--- src/rtl/lelm_pkg.sv ---
package lelm_pkg;
  localparam int unsigned LELM_CNT_W   = 4;
  localparam int unsigned LELM_NUM_SRC = 3;
endpackage

--- src/rtl/lelm_err_merge.sv ---
module lelm_err_merge #(
  parameter int unsigned NUM_SRC = lelm_pkg::LELM_NUM_SRC
) (
  input  logic [NUM_SRC-1:0] src_i,
  output logic               event_o
);
  // Per-source OR chain: any number of simultaneous strobes is one event.
  logic [NUM_SRC:0] chain;
  assign chain[0] = 1'b0;
  for (genvar g = 0; g < NUM_SRC; g++) begin : g_or
    assign chain[g+1] = chain[g] | src_i[g];
  end
  assign event_o = chain[NUM_SRC];
endmodule

--- src/rtl/lelm_err_counter.sv ---
module lelm_err_counter #(
  parameter int unsigned CNT_W = lelm_pkg::LELM_CNT_W
) (
  input  logic             clk,
  input  logic             rst_n,
  input  logic             clr_i,
  input  logic             inc_i,
  output logic [CNT_W-1:0] cnt_o,
  output logic [CNT_W-1:0] cnt_plus_o
);
  localparam logic [CNT_W-1:0] CNT_MAX = {CNT_W{1'b1}};

  logic [CNT_W-1:0] cnt_q, cnt_d;
  logic             cnt_en;

  // Saturating increment, offered to the lock decision ahead of the register.
  always_comb begin
    if (cnt_q == CNT_MAX) cnt_plus_o = CNT_MAX;
    else                  cnt_plus_o = cnt_q + 1'b1;
  end

  always_comb begin
    cnt_en = clr_i | inc_i;
    cnt_d  = clr_i ? '0 : cnt_plus_o;
  end

  always_ff @(posedge clk or negedge rst_n) begin
    if (!rst_n)      cnt_q <= '0;
    else if (cnt_en) cnt_q <= cnt_d;
  end

  assign cnt_o = cnt_q;
endmodule

--- src/rtl/lelm_lock_ctrl.sv ---
module lelm_lock_ctrl #(
  parameter int unsigned CNT_W = lelm_pkg::LELM_CNT_W
) (
  input  logic             clk,
  input  logic             rst_n,
  input  logic             acq_i,
  input  logic             event_i,
  input  logic             cnt_en_i,
  input  logic [CNT_W-1:0] thresh_i,
  input  logic [CNT_W-1:0] cnt_plus_i,
  output logic             lock_o,
  output logic             drop_o
);
  logic [CNT_W-1:0] eff_thresh;
  logic             lock_q, lock_d, lock_we;
  logic             limit_hit;

  always_comb begin
    eff_thresh = (thresh_i == '0) ? {{(CNT_W-1){1'b0}}, 1'b1} : thresh_i;
    limit_hit  = (cnt_plus_i >= eff_thresh);
    drop_o     = lock_q & ~acq_i & event_i & (~cnt_en_i | limit_hit);
    lock_we    = acq_i | drop_o;
    lock_d     = acq_i;
  end

  always_ff @(posedge clk or negedge rst_n) begin
    if (!rst_n)       lock_q <= 1'b0;
    else if (lock_we) lock_q <= lock_d;
  end

  assign lock_o = lock_q;
endmodule

--- src/rtl/link_err_lock_mon.sv ---
module link_err_lock_mon #(
  parameter int unsigned CNT_W = lelm_pkg::LELM_CNT_W
) (
  input  logic             clk,
  input  logic             rst_n,
  input  logic             err_clk0_i,
  input  logic             err_clk1_i,
  input  logic             err_dc_i,
  input  logic             lock_acq_i,
  input  logic             cnt_en_i,
  input  logic [CNT_W-1:0] thresh_i,
  output logic             lock_o,
  output logic [CNT_W-1:0] err_cnt_o
);
  localparam int unsigned NSRC = lelm_pkg::LELM_NUM_SRC;

  logic             err_event;
  logic             drop;
  logic             cnt_clr;
  logic             cnt_inc;
  logic [CNT_W-1:0] cnt_plus;

  lelm_err_merge #(.NUM_SRC(NSRC)) u_merge (
    .src_i   ({err_dc_i, err_clk1_i, err_clk0_i}),
    .event_o (err_event)
  );

  lelm_lock_ctrl #(.CNT_W(CNT_W)) u_lock (
    .clk        (clk),
    .rst_n      (rst_n),
    .acq_i      (lock_acq_i),
    .event_i    (err_event),
    .cnt_en_i   (cnt_en_i),
    .thresh_i   (thresh_i),
    .cnt_plus_i (cnt_plus),
    .lock_o     (lock_o),
    .drop_o     (drop)
  );

  // Counter is zero outside lock, cleared on acquisition and on loss.
  always_comb begin
    cnt_clr = lock_acq_i | drop | ~lock_o;
    cnt_inc = lock_o & err_event;
  end

  lelm_err_counter #(.CNT_W(CNT_W)) u_cnt (
    .clk        (clk),
    .rst_n      (rst_n),
    .clr_i      (cnt_clr),
    .inc_i      (cnt_inc),
    .cnt_o      (err_cnt_o),
    .cnt_plus_o (cnt_plus)
  );
endmodule

--- config.mk ---
export PLATFORM = sky130hd
export DESIGN_NAME = link_err_lock_mon
export DESIGN_NICKNAME = d
export VERILOG_FILES = /design/src/rtl/lelm_pkg.sv /design/src/rtl/lelm_err_merge.sv /design/src/rtl/lelm_err_counter.sv /design/src/rtl/lelm_lock_ctrl.sv /design/src/rtl/link_err_lock_mon.sv
export SDC_FILE = /design/constraint.sdc
export NUM_CORES = 1
export LEC_CHECK = 0
export BUFFER_PORTS_ARGS = -buffer_cell sky130_fd_sc_hd__buf_2
export CORE_AREA = 2 2 39 41
export CTS_CLUSTER_SIZE = 8
export DETAILED_ROUTE_END_ITERATION = 10
export DIE_AREA = 0 0 41 43
export SLEW_MARGIN = 10
export SYNTH_ARGS = -nofsm -noshare
export SYNTH_HDL_FRONTEND = slang
export SYNTH_SLANG_ARGS = --single-unit
--- constraint.sdc ---
create_clock -name clk -period 2 [get_ports clk]
set_input_delay 0.2 -clock clk [delete_from_list [all_inputs] [get_ports clk]]
set_output_delay 0.2 -clock clk [all_outputs]
set_load 0.03 [all_outputs]
# Word-level counts from Yosys, hierarchy flattened
# Cells that the tools add are included.
[word_totals]
reg_bits = 5
input_bits = 11
output_inout_bits = 5
wordCells = 22
[classes]
n_addsub = 1
order_cmp = 1
n_eq_ne = 1
muxes = 3
bitwise = 13
reduce_logical = 1
[op_table]
columns = ["operator", "n"]
rows = [
  ["$mux 4", 3],
  ["$or 1x1->1", 6],
  ["$add 4x1->4 const B", 1],
  ["$and 1x1->1", 4],
  ["$eq 4x4->1 const B", 1],
  ["$ge 4x4->1", 1],
  ["$logic_not 4->1", 1],
  ["$not 1->1", 3],
]

# Longest topological paths before layout
# Gate-level depths: netlist (run 1).
[logic_depth]
word_depth = 8
ltp_mapped = 8

# Modules after synthesis
# Synthesis (run 1) repeated with hierarchy kept, for this count alone.
[unflattened]
hier_cells = 46
hier_area_um2 = 415.4
[by_module_without_submodules]
columns = ["mod", "n_inst", "cells_each", "area_per_inst_um2"]
rows = [
  ["lelm_err_counter", 1, 25, 236.5],
  ["lelm_lock_ctrl", 1, 18, 157.7],
  ["link_err_lock_mon", 1, 2, 15.0],
  ["lelm_err_merge", 1, 1, 6.3],
]

# Worst setup path before layout (run 1)
# Ideal clock, no wire load.
[synth_timing]
path_kind = "reg2reg"
from = "register u_cnt.cnt_q[0] (netlist: u_cnt.cnt_o[0])"
to = "register u_cnt.cnt_q[0] (netlist: u_cnt.cnt_o[0])"
setup_ns = 0.078
arrival_time_ns = 2.025
setup_slack_ns = -0.103
stages_incl_launch_ff = 9
synth_period_minus_slack_ns = 2.103
cell_sequence = "dfrtp_1 ha_1 nand3_1 and2_1 ha_1 nand2b_1 a211oi_1 o21ai_1 a21oi_1"
[synth_between]
elab_chain_cells = 8
elab_cells_between_ends = 10
cone_classes = "1 x add/sub; 1 x order compare; 1 x eq/ne; 2 x mux; 5 x bitwise"
[synth_lines]
columns = ["item", "line", "rtl"]
rows = [
  ["from (decl)", "lelm_err_counter.sv:13", "logic [CNT_W-1:0] cnt_q, cnt_d;"],
  ["from (signal assigned)", "lelm_err_counter.sv:29", "else if (cnt_en) cnt_q <= cnt_d;"],
  ["$add 4x1->4 / $eq 4x4->1 (equally long branches)", "lelm_err_counter.sv:19, lelm_err_counter.sv:18", ""],
  ["$mux 4 *", "lelm_err_counter.sv:18", "if (cnt_q == CNT_MAX) cnt_plus_o = CNT_MAX;"],
  ["$ge 4x4->1", "lelm_lock_ctrl.sv:20", "limit_hit = (cnt_plus_i >= eff_thresh);"],
  ["$or 1x1->1", "lelm_lock_ctrl.sv:21", "drop_o = lock_q & ~acq_i & event_i & (~cnt_en_i | limit_hit);"],
  ["$and 1x1->1", "lelm_lock_ctrl.sv:21", ""],
  ["$or 1x1->1 (2 in a row)", "link_err_lock_mon.sv:42", "cnt_clr = lock_acq_i | drop | ~lock_o;"],
  ["$mux 4 / $or 1x1->1 (equally long branches)", "lelm_err_counter.sv:24, lelm_err_counter.sv:23", ""],
]
# Mark *: on every way between the ends. The rest lies on a longest branch, timed or not.
# A chain may end at the register's enable or synchronous reset.

# Worst setup path after layout (run 1)
[layout_timing]
from = "register u_cnt.cnt_q[0] (netlist: u_cnt.cnt_o[0])"
to = "register u_cnt.cnt_q[2] (netlist: u_cnt.cnt_o[2])"
# The elaborated chain is that of the path after synthesis.

==> key figures, run 1 <==
Status
  • Status: finished clean

Timing
  • Part of the cycle the worst path needs: 93.8%
  • Clk_skew: 12.5 ps
  • Final worst hold slack: 198 ps
  • Number of max-slew violations in the final report: 0
  • Maximum clock frequency: 533 MHz
  • Final Hold Fails: 0
  • Number of failing setup endpoints in the final timing report: 0
  • Worst-case setup margin in the final layout: 123 ps
  • Slew HR: 77.7%
  • Slew at the pin closest to its max-slew limit: 335 ps
  • Final period demand of the worst path: 1880 ps

Die
  • Placement row count: 14
  • Overall die area: 0.00176 sq mm
  • Vert. Die Dim: 43 um
  • Number of top-level pins: 16
  • Die Width: 41 um
  • Effective utilization at floorplan: 29.2%
  • Area of the placeable core: 0.00138 sq mm

Min path
  • Path type of the worst min-delay path: input pin to flip-flop

Synth
  • Mean area per synthesized cell: 9.86 sq um
  • Number of enable-type register cells in the synthesized netlist: 0
  • Library cells used by synthesis: 20
  • Cell taking the most area after synthesis: sky130_fd_sc_hd__dfrtp_1
  • Fraction of registers with async set or reset after synthesis: 100%
  • Synthesized Nets: 57
  • Sequential area share after synthesis: 31.0%
  • List of most frequent post-synthesis cells: 7 x sky130_fd_sc_hd__a21oi_1, 5 x sky130_fd_sc_hd__dfrtp_1, 5 x sky130_fd_sc_hd__ha_1
  • Most common flop cell mapped by yosys: sky130_fd_sc_hd__dfrtp_1
  • Dominant cells by area after synthesis: sky130_fd_sc_hd__dfrtp_1 31%, sky130_fd_sc_hd__ha_1 15%, sky130_fd_sc_hd__a21oi_1 8.7%
  • Number of synthesized register bits: 5
  • Share of Yosys cell area claimed by the top area cell type: 31.0%
  • Dominant cell by count in the synthesized netlist: sky130_fd_sc_hd__a21oi_1
  • Synth warnings: 0
  • Gate count of the mapped netlist: 41
  • Post-synthesis instance area: 404 sq um

Global routing
  • Largest net degree at the start of global routing: 8
  • Vias in the first global route: 327
  • Number of antenna violations at the first check in global routing: 0
  • Overall routing resource usage: 11.2%
  • Congestion Overflow GR: 0
  • Wire length of the first global-routing pass: 1300 um

Routing
  • Number of iterations in the first detailed-routing pass: 4
  • Vias per Instance: 4.98
  • Antenna-violating nets left: 0
  • Overall via count from detail_route: 398
  • Initial drt markers: 4
  • Post-route DRC violation count: 0
  • WL final: 854 um
  • Routed wirelength normalized by instance count: 10.7 um

Clock network
  • Number of buffers inserted during clock tree synthesis: 3
  • Clk_lat worst skew: 250 ps
  • Clock-pin slew reported for the worst setup and hold paths after clock tree synthesis: 50 ps
  • Maximum level of the CTS H-tree: 1
  • Max Buffers Root-to-Sink: 2
  • Sink count of the clock tree: 5
  • Root Buffer Master: sky130_fd_sc_hd__clkbuf_4
  • TritonCTS clock tree: done

Layout
  • Ratio of cells with drive above 1 in the final layout: 45.3%
  • Post-layout instance area: 576 sq um
  • Storage cell area: 128 sq um
  • Nets@finish: 81
  • P&R area growth vs syn: 42.4%
  • FILL cells: 133
  • Total inserted antenna cells: 0
  • Total area of multi-input combinational cells: 283 sq um

Placement
  • Post-place instance area: 524 sq um
  • Weighted congestion reported at the end of routability-driven placement: 0.706
  • Post-placement worst setup slack: 76.4 ps
  • Count of input and output buffers: 15
  • Total half-perimeter wirelength after legalization and detailed placement: 670 um

Power and ir drop
  • Leakage power total: 0.293 nW
  • Power per cell area: 505 mW/mm^2
  • Worst supply voltage drop on vdd: 500 uV

Run
  • Maximum Capacitance Violations: 0

Setup path
  • Largest stage delay on the critical path: 400 ps
  • Crit-path most repeated cell: sky130_fd_sc_hd__ha_1
  • Peak fanout along the critical path: 5
  • Buf/Inv on CP: 0
  • Startpoint types: flip-flop
  • Cell family with most CP delay: adder cells
  • Data arrival time of the critical path: 2040 ps
  • Sequence of cells on the critical path: ha_1 > nor2b_1 > a41oi_2 > ha_1 > nor4bb_2 > o21ai_2 > a21oi_1
  • Critical-path cell with the highest stage delay: sky130_fd_sc_hd__dfrtp_2
  • Setup CP Type: flip-flop to flip-flop
  • CP required: 2160 ps
  • Critical path capture point type: flip-flop
routing by layer:
metal  vias to the layer above  track usage, %  wire length [um]
met2                        13            14.1               352
met1                       182            15.6               428
met4                         0            4.00                13
li1                        201               -                 -
met3                         2            6.28                59
met5                         -               0                 0
kinds of logic after synthesis:
kind of cell	Yosys count	share of synthesized area, %
compound gates	14	26.0
simple gates	11	17.3
fa+ha+maj	5	15.5
flops	5	31.0
buf+inv	3	2.79
mux	3	7.43
layout make-up:
class / count / area share (%)
timing repair buffer: 19 / 18.7
inverter: 3 / 1.96
multi-input combinational: 33 / 49.1
tap: 16 / 3.48
sequential: 5 / 22.2
clock buffer: 4 / 4.57
report_power, final:
group	total [mW]	switching, mW	internal (mW)	leakage, nW
registers	0.107	0.00286	0.104	0.0636
clock network	0.122	0.0465	0.0758	0.0150
logic	0.0609	0.0313	0.0296	0.215
state kept, by name, summed over array words and instances (netlist names):
signal and count:
u_lock.lock_o 1, u_cnt.cnt_o 4
per-stage QoR:
stage	instances	utilization (%)	total power, mW	TNS [ps]
4_1_cts	80	40.5	0.292	0
2_1_floorplan	41	-	0.141	0
5_1_grt	80	41.6	0.311	-17.4
3_5_place_dp	75	37.9	0.164	0
3_3_place_gp	75	37.9	0.163	0
6_report	80	41.6	0.290	0
path summary, 6_finish.rpt:
kind | cells after the start | from | slack, ps | endpoint
setup reg to reg | 7 | u_cnt.cnt_o[0] | 120 | u_cnt.cnt_o[2]
max in group asynchronous | 2 | rst_n | 1570 | u_cnt.cnt_o[3]
hold / removal | 2 | lock_acq_i | 200 | u_lock.lock_o
min in group asynchronous | 2 | rst_n | 290 | u_lock.lock_o
hold reg to reg | 2 | u_cnt.cnt_o[3] | 690 | u_cnt.cnt_o[3]
setup / recovery | 7 | u_cnt.cnt_o[0] | 120 | u_cnt.cnt_o[2]
cell usage in the layout (no fill, tap or decap), types with 2 or more instances in the layout:
cell                       instances
sky130_fd_sc_hd__ha_1              5
sky130_fd_sc_hd__clkbuf_4          3
sky130_fd_sc_hd__mux2i_1           3
sky130_fd_sc_hd__buf_4             3
sky130_fd_sc_hd__inv_1             3
sky130_fd_sc_hd__dfrtp_1           3
sky130_fd_sc_hd__dfrtp_2           2
sky130_fd_sc_hd__nor2b_1           2
sky130_fd_sc_hd__nand2b_1          2
sky130_fd_sc_hd__buf_2            15
sky130_fd_sc_hd__a21oi_1           7
sky130_fd_sc_hd__nand3b_1          2
what timing repair did:
action                     4_1_cts  5_1_grt
hold buffers                     1        0
setup endpoints to repair        0        5
resized for setup                0        3
hold endpoints to repair         5        0
buffers inserted                 0        0
Note: power is estimated with default switching activity, not from simulation.
==> run 2: changes to the inputs <==
--- a/config.mk
+++ b/config.mk
@@ -10,6 +10,7 @@
 export CTS_CLUSTER_SIZE = 8
 export DETAILED_ROUTE_END_ITERATION = 10
 export DIE_AREA = 0 0 41 43
+export SETUP_SLACK_MARGIN = 0.4
 export SLEW_MARGIN = 10
 export SYNTH_ARGS = -nofsm -noshare
 export SYNTH_HDL_FRONTEND = slang
==> constraint.sdc (replaced) <==
create_clock -name clk -period 1.83 [get_ports clk]
set_input_delay 0.183 -clock clk [delete_from_list [all_inputs] [get_ports clk]]
set_output_delay 0.183 -clock clk [all_outputs]
set_load 0.03 [all_outputs]
==> run 2 against run 1 <==
Net effect:
- core utilization grew 7.6 points
- clock power is 7% higher
- non-clock buffer count unchanged
- clock skew shrank 6.0 ps
- combinational power is 42% higher
==> key figures, run 2 (synthesis gave the netlist of run 1 again) <==
Layout
  • Most frequent cells in the layout: 15 x sky130_fd_sc_hd__buf_2, 5 x sky130_fd_sc_hd__a21oi_1
  • P&R area growth vs syn: 68.4%
  • Nets@finish: 81
  • FILL cells: 141
  • Total inserted antenna cells: 0
  • Commonest non-fill, non-tap cell in the layout: sky130_fd_sc_hd__buf_2
  • Final core utilization: 49.2%
  • Ratio of cells with drive above 1 in the final layout: 67.2%
  • Number of flip-flops in the largest register: 4
  • Total area of multi-input combinational cells: 387 sq um
  • Layout Cells excl Fill: 80
  • Storage cell area: 129 sq um

Routing
  • Number of iterations in the first detailed-routing pass: 4
  • Routed wirelength normalized by instance count: 12.7 um
  • Post-route DRC violation count: 0
  • WL final: 1020 um
  • Overall via count from detail_route: 417
  • Antenna-violating nets left: 0
  • Initial drt markers: 12
  • Vias per Instance: 5.21

Global routing
  • Vias in the first global route: 376
  • Overall routing resource usage: 12.6%
  • Largest net degree at the start of global routing: 8
  • Wire length of the first global-routing pass: 1480 um
  • Number of antenna violations at the first check in global routing: 0
  • Congestion Overflow GR: 0

Clock network
  • Clk_lat worst skew: 240 ps
  • TritonCTS clock tree: done
  • Max Buffers Root-to-Sink: 2
  • Sink count of the clock tree: 5
  • Maximum level of the CTS H-tree: 1
  • Root Buffer Master: sky130_fd_sc_hd__clkbuf_4
  • Number of buffers inserted during clock tree synthesis: 3
  • Clock-pin slew reported for the worst setup and hold paths after clock tree synthesis: 50 ps

Power and ir drop
  • Fraction of power consumed by sequential logic: 35.4%
  • Leakage power total: 0.300 nW
  • Power per cell area: 491 mW/mm^2
  • Fraction of power spent switching nets: 27.7%
  • Combinational share of power: 25.9%
  • Worst supply voltage drop on vdd: 221 uV
  • Cell Int Power: 0.241 mW
  • Switching power total: 0.0926 mW
  • Power Total: 0.334 mW
  • Power share of the clock group: 38.8%

Placement
  • Count of input and output buffers: 15
  • Post-placement worst setup slack: 55.2 ps
  • Total half-perimeter wirelength after legalization and detailed placement: 706 um
  • Number of instances in the placed design: 74
  • Weighted congestion reported at the end of routability-driven placement: 0.747

Die
  • Die Width: 41 um
  • Placement row count: 14
  • Effective utilization at floorplan: 29.2%
  • Vert. Die Dim: 43 um
  • Overall die area: 0.00176 sq mm
  • Area of the placeable core: 0.00138 sq mm
  • Number of top-level pins: 16

Setup path
  • CP required: 1980 ps
  • Setup CP Type: flip-flop to flip-flop
  • Startpoint types: flip-flop
  • Data arrival time of the critical path: 1920 ps
  • Critical path capture point type: flip-flop
  • Peak fanout along the critical path: 5

Timing
  • Final Hold Fails: 0
  • Setup repair after global routing missed its margin: yes
  • Slew HR: 76.8%
  • Slew at the pin closest to its max-slew limit: 348 ps
  • Maximum clock frequency: 565 MHz
  • Number of failing setup endpoints in the final timing report: 0
  • Worst-case setup margin in the final layout: 59.9 ps
  • Part of the cycle the worst path needs: 96.7%
  • Clk_skew: 6.54 ps
  • Number of max-slew violations in the final report: 0
  • Final period demand of the worst path: 1770 ps

Min path
  • Path type of the worst min-delay path: input pin to flip-flop

Status
  • Status: finished clean

Run
  • Maximum Capacitance Violations: 0
[run 2: cell counts in the layout (fill, tap and decap cells not counted)]
No cell type changed its count.
[run 2: repair_timing]
action / CTS / global route
setup buffers: 0 / 1
resized for setup: 2 / 13
hold buffers: 1 / 0
endpoints found under the hold margin: 5 / 0
pin swaps: 4 / 4
endpoints found under the setup margin: 5 / 5
gates cloned: 0 / 0
[run 2: power groups by stage]
stage	Combinational, mW	Clock [mW]	Sequential [mW]
floorplan	0.0348	0	0.127
global placement	0.0674	0	0.120
detailed placement	0.0676	0	0.120
CTS	0.0705	0.132	0.118
global route	0.0953	0.140	0.119
finish	0.0864	0.130	0.118
[run 2: path summary, 6_finish.rpt]
check	startpoint	slack, ps	cells after the start	endpoint
max in group asynchronous	rst_n	1410	2	u_cnt.cnt_o[0]
worst min register to register	u_cnt.cnt_o[2]	740	2	u_cnt.cnt_o[2]
min in group asynchronous	rst_n	270	2	u_lock.lock_o
worst min-delay path	lock_acq_i	190	2	u_lock.lock_o
worst max-delay path	u_cnt.cnt_o[1]	60	8	u_cnt.cnt_o[0]
worst max register to register	u_cnt.cnt_o[1]	60	8	u_cnt.cnt_o[0]
[run 2: metal layers]
metal / GRT usage [%] / wire [um] / up-vias
li1: - / - / 203
met1: 17.2 / 431 / 205
met2: 17.5 / 554 / 9
met3: 2.09 / 34 / 0
met4: 8.00 / 0 / 0
met5: 0 / 0 / -
[run 2: final cells by class]
cell class | count | area share [%]
multi-input combinational | 33 | 56.8
sequential | 5 | 18.9
timing repair buffer | 19 | 15.8
clock buffer | 4 | 3.86
tap | 16 | 2.94
inverter | 3 | 1.65
[run 2: metrics by stage]
step / instance area (sq um) / hold slack (ps) / TNS (ps)
2_1_floorplan: 443 / -113 / 0
3_3_place_gp: 553 / 0.613 / 0
3_5_place_dp: 553 / -0.961 / 0
4_1_cts: 599 / 176 / 0
5_1_grt: 681 / 206 / -6.50
6_report: 681 / 193 / 0
[run 2: worst max-delay path, stage by stage, from the launching register on]
cell and delay [ps]:
sky130_fd_sc_hd__dfrtp_2 420, sky130_fd_sc_hd__ha_4 180, sky130_fd_sc_hd__nand3_4 100, sky130_fd_sc_hd__and2_4 150
sky130_fd_sc_hd__ha_4 180, sky130_fd_sc_hd__nand2b_4 140, sky130_fd_sc_hd__a211oi_4 240, sky130_fd_sc_hd__o21ai_4 100
sky130_fd_sc_hd__a21oi_1 160
==> run 3: changes to the inputs <==
--- a/config.mk
+++ b/config.mk
@@ -7,9 +7,10 @@
 export LEC_CHECK = 0
 export BUFFER_PORTS_ARGS = -buffer_cell sky130_fd_sc_hd__buf_2
 export CORE_AREA = 2 2 39 41
-export CTS_CLUSTER_SIZE = 8
+export CTS_CLUSTER_SIZE = 30
 export DETAILED_ROUTE_END_ITERATION = 10
 export DIE_AREA = 0 0 41 43
+export RECOVER_POWER = 25
 export SETUP_SLACK_MARGIN = 0.4
 export SLEW_MARGIN = 10
 export SYNTH_ARGS = -nofsm -noshare
==> run 3 against run 2 <==
Net effect:
- worst hold slack stayed put
- clock power about the same
- register-to-register slack barely moved
- sequential share of layout area barely moved
- non-clock buffer count is the same
- wire length barely moved
- critical path depth unchanged
- combinational power down 0.5%
- highest routed layer unchanged
==> key figures, run 3 (synthesis gave the netlist of run 1 again) <==
Status
  • Status: finished clean

Die
  • Overall die area: 0.00176 sq mm
  • Die Width: 41 um
  • Effective utilization at floorplan: 29.2%
  • Area of the placeable core: 0.00138 sq mm
  • Number of top-level pins: 16
  • Placement row count: 14
  • Vert. Die Dim: 43 um

Clock network
  • TritonCTS clock tree: done
  • Maximum level of the CTS H-tree: 1
  • Number of buffers inserted during clock tree synthesis: 3
  • Sink count of the clock tree: 5
  • Clk_lat worst skew: 240 ps
  • Max Buffers Root-to-Sink: 2
  • Root Buffer Master: sky130_fd_sc_hd__clkbuf_4
  • Clock-pin slew reported for the worst setup and hold paths after clock tree synthesis: 50 ps

Timing
  • Clk_skew: 6.54 ps
  • Slew HR: 76.8%
  • Number of max-slew violations in the final report: 0
  • Maximum clock frequency: 565 MHz
  • Worst-case setup margin in the final layout: 59.9 ps
  • Number of failing setup endpoints in the final timing report: 0
  • Setup repair after global routing missed its margin: yes
  • Slew at the pin closest to its max-slew limit: 348 ps
  • Final Hold Fails: 0
  • Post-Route Setup TNS: 0 ps
  • Final period demand of the worst path: 1770 ps
  • Part of the cycle the worst path needs: 96.7%

Global routing
  • Overall routing resource usage: 12.6%
  • Wire length of the first global-routing pass: 1480 um
  • Number of antenna violations at the first check in global routing: 0
  • Vias in the first global route: 376
  • Congestion Overflow GR: 0
  • Largest net degree at the start of global routing: 8

Run
  • Maximum Capacitance Violations: 0

Power and ir drop
  • Worst supply voltage drop on vdd: 221 uV
  • Fraction of power consumed by sequential logic: 35.4%
  • Cell Int Power: 0.241 mW
  • Switching power total: 0.0926 mW
  • Power share of the clock group: 38.8%
  • Fraction of power spent switching nets: 27.8%
  • Combinational share of power: 25.8%
  • Leakage power total: 0.297 nW
  • Power per cell area: 491 mW/mm^2

Placement
  • Post-place instance area: 553 sq um
  • Total half-perimeter wirelength after legalization and detailed placement: 706 um
  • Count of input and output buffers: 15
  • Post-placement worst setup slack: 55.2 ps
  • Weighted congestion reported at the end of routability-driven placement: 0.747
  • Number of instances in the placed design: 74

Routing
  • Number of iterations in the first detailed-routing pass: 4
  • Routed wirelength normalized by instance count: 12.7 um
  • WL final: 1020 um
  • Initial drt markers: 12
  • Post-route DRC violation count: 0
  • Overall via count from detail_route: 417
  • Antenna-violating nets left: 0
  • Vias per Instance: 5.21

Setup path
  • Critical-path cell with the highest stage delay: sky130_fd_sc_hd__dfrtp_2
  • Sequence of cells on the critical path: ha_4 > nand3_4 > and2_4 > ha_4 > nand2b_4 > a211oi_4 > o21ai_4 > a21oi_1
  • Startpoint types: flip-flop
  • Crit-path most repeated cell: sky130_fd_sc_hd__ha_4
  • Peak fanout along the critical path: 5
  • Largest stage delay on the critical path: 420 ps
  • Setup CP Type: flip-flop to flip-flop
  • Data arrival time of the critical path: 1920 ps
  • CP required: 1980 ps
  • Critical path capture point type: flip-flop

Layout
  • Most frequent cells in the layout: 14 x sky130_fd_sc_hd__buf_2, 5 x sky130_fd_sc_hd__a21oi_1
  • Number of flip-flops in the largest register: 4
  • Ratio of cells with drive above 1 in the final layout: 65.6%
  • Layout Cells excl Fill: 80
  • Total inserted antenna cells: 0
  • Final core utilization: 49.1%
  • Nets@finish: 81
  • Commonest non-fill, non-tap cell in the layout: sky130_fd_sc_hd__buf_2
  • P&R area growth vs syn: 68.1%
  • Post-layout instance area: 679 sq um

Min path
  • Path type of the worst min-delay path: input pin to flip-flop
==> run 3: cell types whose count changed in the layout (fill, tap and decap cells not counted) <==
cell,change
sky130_fd_sc_hd__buf_2,-1
sky130_fd_sc_hd__clkbuf_1,+1
==> run 3: path summary, 6_finish.rpt <==
path | startpoint | to | slack [ps] | cells after the start
setup / recovery | u_cnt.cnt_o[1] | u_cnt.cnt_o[0] | 60 | 8
setup reg to reg | u_cnt.cnt_o[1] | u_cnt.cnt_o[0] | 60 | 8
hold reg to reg | u_cnt.cnt_o[2] | u_cnt.cnt_o[2] | 740 | 2
hold / removal | lock_acq_i | u_lock.lock_o | 190 | 2
max in group asynchronous | rst_n | u_cnt.cnt_o[0] | 1300 | 2
min in group asynchronous | rst_n | u_lock.lock_o | 300 | 2
==> run 3: final cells by class <==
cell class	instances	area, sq um
repair buffers	19	106
clock buffers	4	26.3
inverters	3	11.3
multi-input cells	33	387
flip-flops and latches	5	129
well taps	16	20.0
fillers	142	704
==> run 3: power by group through the flow <==
stage	clock, mW	combinational (mW)	sequential [mW]
after floorplan	0	0.0348	0.127
after global placement	0	0.0674	0.120
after detailed placement	0	0.0676	0.120
after CTS	0.132	0.0705	0.118
after global routing	0.140	0.0949	0.119
final	0.130	0.0860	0.118
==> run 3: layer usage <==
layer  up-vias  track usage [%]  wire length (um)
li1        203                -                 -
met1       205             17.2               429
met2         9             17.5               554
met3         0             2.09                34
met4         0             8.00                 0
met5         -                0                 0
==> run 3: per-stage QoR <==
stage	hold WS, ps	total power, mW
after floorplan	-113	0.162
after global placement	0.613	0.187
after detailed placement	-0.961	0.187
after CTS	176	0.320
after global routing	206	0.353
final	193	0.334
==> run 3: what timing repair did <==
| item | 4_1_cts | 5_1_grt |
|---|---|---|
| hold buffers | 1 | 0 |
| endpoints found under the hold margin | 5 | 0 |
| setup buffers | 0 | 1 |
| endpoints found under the setup margin | 5 | 5 |
| pin swaps | 4 | 4 |
| resized for setup | 2 | 13 |
==> run 3: worst max-delay path: cells and delay by family, from the launching register on <==
family	cells	cell delay, ps
DFF	1	420
AOI/OAI and AO/OA	3	500
adders and majority gates	2	360
and+or+nand+nor	3	390
